<file path="src/rtl/fc_pkg.sv">
package fc_pkg;
    localparam int DATA_W        = 32;
    localparam int ADDR_W        = 4;
    localparam int NUM_SW        = 5;
    localparam int NUM_HW        = 16;
    localparam int NUM_LOCKED_SW = 2;

    typedef struct packed {
        logic [NUM_SW-1:0] sw;
        logic [NUM_HW-1:0] hw;
    } fault_vec_t;

    typedef enum logic [1:0] {SEL_MODE, SEL_STAT, SEL_FAKE, SEL_NONE} reg_sel_e;

    localparam logic [ADDR_W-1:0] OFS_MODE = ADDR_W'(4'h0);
    localparam logic [ADDR_W-1:0] OFS_STAT = ADDR_W'(4'h8);
    localparam logic [ADDR_W-1:0] OFS_FAKE = ADDR_W'(4'hC);

    function automatic reg_sel_e decode(input logic [ADDR_W-1:0] a);
        if (a == OFS_MODE)      return SEL_MODE;
        else if (a == OFS_STAT) return SEL_STAT;
        else if (a == OFS_FAKE) return SEL_FAKE;
        else                    return SEL_NONE;
    endfunction

    // software source k lives at the top of the word, counted downward
    function automatic logic [DATA_W-1:0] vec_to_word(input fault_vec_t v);
        logic [DATA_W-1:0] w;
        w = '0;
        for (int k = 0; k < NUM_SW; k++) w[DATA_W-1-k] = v.sw[k];
        w[NUM_HW-1:0] = v.hw;
        return w;
    endfunction

    function automatic fault_vec_t word_to_vec(input logic [DATA_W-1:0] w);
        fault_vec_t v;
        for (int k = 0; k < NUM_SW; k++) v.sw[k] = w[DATA_W-1-k];
        v.hw = w[NUM_HW-1:0];
        return v;
    endfunction

    function automatic fault_vec_t inject_mask();
        fault_vec_t m;
        m.hw = '1;
        for (int k = 0; k < NUM_SW; k++) m.sw[k] = (k >= NUM_LOCKED_SW);
        return m;
    endfunction
endpackage

</file>
<file path="src/rtl/fc_regif.sv">
module fc_regif
    import fc_pkg::*;
(
    input  logic              clk,
    input  logic              rst,
    input  logic [ADDR_W-1:0] addr,
    input  logic              we,
    input  logic [DATA_W-1:0] wdata,
    input  fault_vec_t        stat_q,
    output logic              test_mode,
    output fault_vec_t        fake_q,
    output fault_vec_t        clr_vec,
    output logic [DATA_W-1:0] rdata
);
    reg_sel_e sel;
    assign sel = decode(addr);

    always_ff @(posedge clk) begin
        if (rst) begin
            test_mode <= 1'b0;
            fake_q    <= '0;
        end else begin
            if (we && sel == SEL_MODE) test_mode <= wdata[0];
            if (we && sel == SEL_FAKE && test_mode)
                fake_q <= word_to_vec(wdata) & inject_mask();
            else
                fake_q <= '0;
        end
    end

    assign clr_vec = (we && sel == SEL_STAT) ? word_to_vec(wdata) : '0;

    always_comb begin
        unique case (sel)
            SEL_MODE: rdata = {{(DATA_W-1){1'b0}}, test_mode};
            SEL_STAT: rdata = vec_to_word(stat_q);
            SEL_FAKE: rdata = test_mode ? vec_to_word(fake_q) : '0;
            default:  rdata = '0;
        endcase
    end


    fake_read_blocked_chk: assert property (@(posedge clk) disable iff (rst)
        (!test_mode && addr == OFS_FAKE) |-> rdata == '0);

    gap_bits_zero_chk: assert property (@(posedge clk) disable iff (rst)
        rdata[DATA_W-NUM_SW-1:NUM_HW] == '0);
endmodule

</file>
<file path="src/rtl/fc_latch.sv">
module fc_latch
    import fc_pkg::*;
(
    input  logic       clk,
    input  logic       rst,
    input  fault_vec_t ev,
    input  fault_vec_t clr,
    output fault_vec_t stat_q
);
    always_ff @(posedge clk) begin
        if (rst) stat_q <= '0;
        else     stat_q <= (stat_q & ~clr) | ev;
    end


    event_sets_chk: assert property (@(posedge clk) disable iff (rst)
        (ev != '0) |=> ((stat_q & $past(ev)) == $past(ev)));

    clear_drops_chk: assert property (@(posedge clk) disable iff (rst)
        (clr != '0) |=> ((stat_q & $past(clr & ~ev)) == '0));
endmodule

</file>
<file path="src/rtl/fault_collector.sv">
module fault_collector
    import fc_pkg::*;
(
    input  logic              clk,
    input  logic              rst,
    input  logic [ADDR_W-1:0] bus_addr,
    input  logic              bus_we,
    input  logic [DATA_W-1:0] bus_wdata,
    output logic [DATA_W-1:0] bus_rdata,
    input  logic [NUM_SW-1:0] sw_fault_i,
    input  logic [NUM_HW-1:0] hw_fault_i,
    output logic              fault_o
);
    logic       test_mode;
    fault_vec_t fake_q, clr_vec, stat_q, real_vec, ev;

    assign real_vec.sw = sw_fault_i;
    assign real_vec.hw = hw_fault_i;
    assign ev = test_mode ? fake_q : real_vec;

    fc_regif u_regif (
        .clk(clk), .rst(rst), .addr(bus_addr), .we(bus_we), .wdata(bus_wdata),
        .stat_q(stat_q), .test_mode(test_mode), .fake_q(fake_q),
        .clr_vec(clr_vec), .rdata(bus_rdata)
    );

    fc_latch u_latch (
        .clk(clk), .rst(rst), .ev(ev), .clr(clr_vec), .stat_q(stat_q)
    );

    always_ff @(posedge clk) begin
        if (rst) fault_o <= 1'b0;
        else     fault_o <= |stat_q;
    end


    fault_out_lag_chk: assert property (@(posedge clk) disable iff (rst)
        1'b1 |=> fault_o == (|$past(stat_q)));

    real_blocked_chk: assert property (@(posedge clk) disable iff (rst)
        (test_mode && fake_q == '0) |=> ((stat_q & ~$past(stat_q)) == '0));

    locked_sw_chk: assert property (@(posedge clk) disable iff (rst)
        test_mode |=> !$rose(stat_q.sw[0]) && !$rose(stat_q.sw[1]));
endmodule

</file>
<file path="config.mk">
export PLATFORM = sky130hd
export DESIGN_NAME = fault_collector
export DESIGN_NICKNAME = d
export VERILOG_FILES = /design/src/rtl/fc_pkg.sv /design/src/rtl/fc_regif.sv /design/src/rtl/fc_latch.sv /design/src/rtl/fault_collector.sv
export SDC_FILE = /design/constraint.sdc
export NUM_CORES = 1
export LEC_CHECK = 0
export CAP_MARGIN = 20
export CORE_ASPECT_RATIO = 0.75
export CORE_MARGIN = 2
export CORE_UTILIZATION = 41
export DETAILED_ROUTE_END_ITERATION = 12
export GPL_ROUTABILITY_DRIVEN = 0
export HOLD_SLACK_MARGIN = 0.1
export PLACE_DENSITY = 0.77
export SYNTH_ARGS = -nofsm -noshare
export SYNTH_HDL_FRONTEND = slang
export SYNTH_SLANG_ARGS = --single-unit
</file>
<file path="constraint.sdc">
create_clock -name clk -period 1.7 [get_ports clk]
set_clock_uncertainty 0.05 [all_clocks]
set_input_delay 0.34 -clock clk [delete_from_list [all_inputs] [get_ports clk]]
set_output_delay 0.34 -clock clk [all_outputs]
set_load 0.03 [all_outputs]
</file>
==> impl_results.md <==
- Yosys reg bits: 42
- Met2 usage: ~34%
- Number of global-route vias before repair: around 1900
- Vias per cell: 5.28
- Share of layout cells above drive strength 1: 26.4%
- Cell count after synthesis: ~210
- Top-count cell post-synth: dfxtp_1
- Status: complete, but fails checks
- Row Count: 21
- Final cell count without fillers: between 300 and 400
- Final WS setup: -71.1 ps
- Largest net degree at the start of global routing: 30
- Half-perimeter wire length after placement: 3680 microns
- N_diodes: 0
- DRT iter0 DRCs: between 50 and 60
- Initial core utilization: 43.3%
- Power Density: about 700 nW/um^2
- Drc violations: 0
- Die height: between 60 and 70 microns
- Wire per inst: around 15 microns
- Fin area: 2970 sq um
- Cts hold-fix bufs: 0
- Critical path fanouts, max: 5
- Met3 global-route usage: slightly below 4%
- Grt met1 use: approximately 28%
- Netlist Area Pre-Place: roughly 2000 sq um
- Layout overhead on the synthesized area: 51.5%
- Core area: between 4000 and 5000 sq um
- Nets: between 300 and 400
- Unique masters post-synth: 26
- Area after DPL: between 2000 and 3000 sq um
- DIE WIDTH: approximately 84 microns
- Fmax: 565 MHz
- Ys flop type: dfxtp_1
- DRT Pass-1 Iters: 4
- Largest cells by area after synthesis: dfxtp_1, mux2i_1, a32o_1
- Min-Delay Path Class: flip-flop to flip-flop
- Max VDD drop: a little under 0.4 mV
- Crit path kind: input pin to output pin
- Global route overflow: 0
- Via count: ~1800
- # IOs: 93
- Post-synth top cells: dfxtp_1, a21oi_1, and2_1, nand2_1, o21ai_1
- CTS Root Cell: clkbuf_8
- FFs w/ async S/R, synth: 0%
- Post-route ant nets: 0
- Final hold vios: 0
- Arr. time, crit path: roughly 1400 ps
- Initial antenna violation count: 0
- Sink Count: 42
- Maxcap violations: 0
- Crit end category: output pin
- Startpoint types: input pin
- Detailed Route WL: between 5000 and 6000 microns
- CTS Buf Count: 5
- Final max-slew violation count: 0
- Leading area contributor after synthesis: dfxtp_1
- DP Worst Slack: -407 ps
- Post-synth EDFFs: 0
- Minimum hold slack: 451 ps
- Sequential area share after synthesis: between 40 and 50%
- Post-layout minimum cycle time: between 1500 and 2000 ps
- Req. time, crit path: between 1000 and 1500 ps
- First-pass GRT wire length: 8830 microns
- CTS tree: built
- Clk slew on worst S/H paths: 80 ps
- # port buffers: 70
- Clock Tree Buf Depth: 2
- Yosys warnings: 0
- Die area: ~5400 sq um
- Failing checks: negative setup slack
- Placed Cells: 336
- Syn avg cell area: 9.24 sq um
- Yosys top cell area share: between 40% and 50%
- Total track usage: 20.6%
- GRT busiest layer: met2
- RSZ-0062 raised after global routing: yes
- P_leak: about 1.3 nW
- Final setup vio count: 21
- CTS H-tree lvls: 2
- Clk Latency, worst-skew pair: approximately 300 ps
- Final worst-path cycle share: 104%
[flip-flops by register name, indices dropped and copies added (netlist names)]
name / flops
fault_o: 1
u_latch.stat_q: 21
u_regif.fake_q: 19
u_regif.test_mode: 1
[power by group]
group | leakage [nW] | switching (mW) | internal, mW
sequential | 0.346 | 0.0292 | 1.02
combinational | 0.885 | 0.161 | 0.182
clock | 0.0472 | 0.351 | 0.327
[timing repair]
item,CTS,global route
setup buffers,2,0
pin swaps,3,4
resized for setup,43,22
setup endpoints to repair,42,22
cloned,3,0
[layout by cell type, fill, tap and decap left out, types with 3 or more instances in the layout]
| cell | netlist | layout |
|---|---|---|
| nand2_1 | 21 | 21 |
| and2_1 | 21 | 20 |
| clkbuf_8 | 0 | 6 |
| a32o_2 | 0 | 18 |
| mux2i_1 | 19 | 19 |
| clkdlybuf4s50_1 | 0 | 44 |
| buf_2 | 8 | 3 |
| dfxtp_1 | 42 | 41 |
| buf_4 | 11 | 9 |
| o21ai_1 | 21 | 21 |
| or4_1 | 4 | 4 |
| conb_1 | 1 | 11 |
| buf_6 | 2 | 31 |
| a21oi_1 | 22 | 22 |
[path summary, 6_finish.rpt]
path	start	endpoint	slack [ps]	cells after the start
max reg2reg	u_latch.stat_q[12]	fault_o	320	3
min	u_latch.stat_q[6]	u_latch.stat_q[6]	450	2
max	bus_addr[0]	bus_rdata[0]	-70	7
min reg2reg	u_latch.stat_q[6]	u_latch.stat_q[6]	450	2
[layer usage]
layer  wire [microns]  up-vias
li1                 -      904
met1             2570      879
met2             2520       56
met3              246        4
met4               36        0
met5                0        -
[through the flow]
step | power, mW | utilization, % | setup TNS (ps)
global route | 2.17 | 65.6 | -1370
CTS | 2.08 | 64.8 | -1630
finish | 2.07 | 65.6 | -641
global placement | 1.39 | 59.8 | -19990
floorplan | 1.24 | - | 0
detailed placement | 1.39 | 59.8 | -20940
[critical path, stage by stage]
cell and delay (ps):
buf_6 90, buf_6 110, nor4b_4 250, buf_6 160, buf_6 110, a22o_1 170, buf_6 140
[cell families after synthesis]
group / Yosys count / synth area share [%]
AO/OA/AOI/OAI: 65 / 21.9
AND/OR/NAND/NOR: 57 / 16.5
flip-flops: 42 / 42.9
buffers and inverters: 28 / 8.75
multiplexers: 19 / 9.71
other: 1 / 0.192
[area by class of cell]
class | count | area (sq um)
repair buffers | 90 | 925
well taps | 57 | 71.3
clock buffers | 6 | 82.6
clock inverters | 2 | 12.5
multi-input cells | 152 | 1030
flip-flops and latches | 42 | 842
fillers | 393 | 1550
Power figures use the tool's default switching activity.
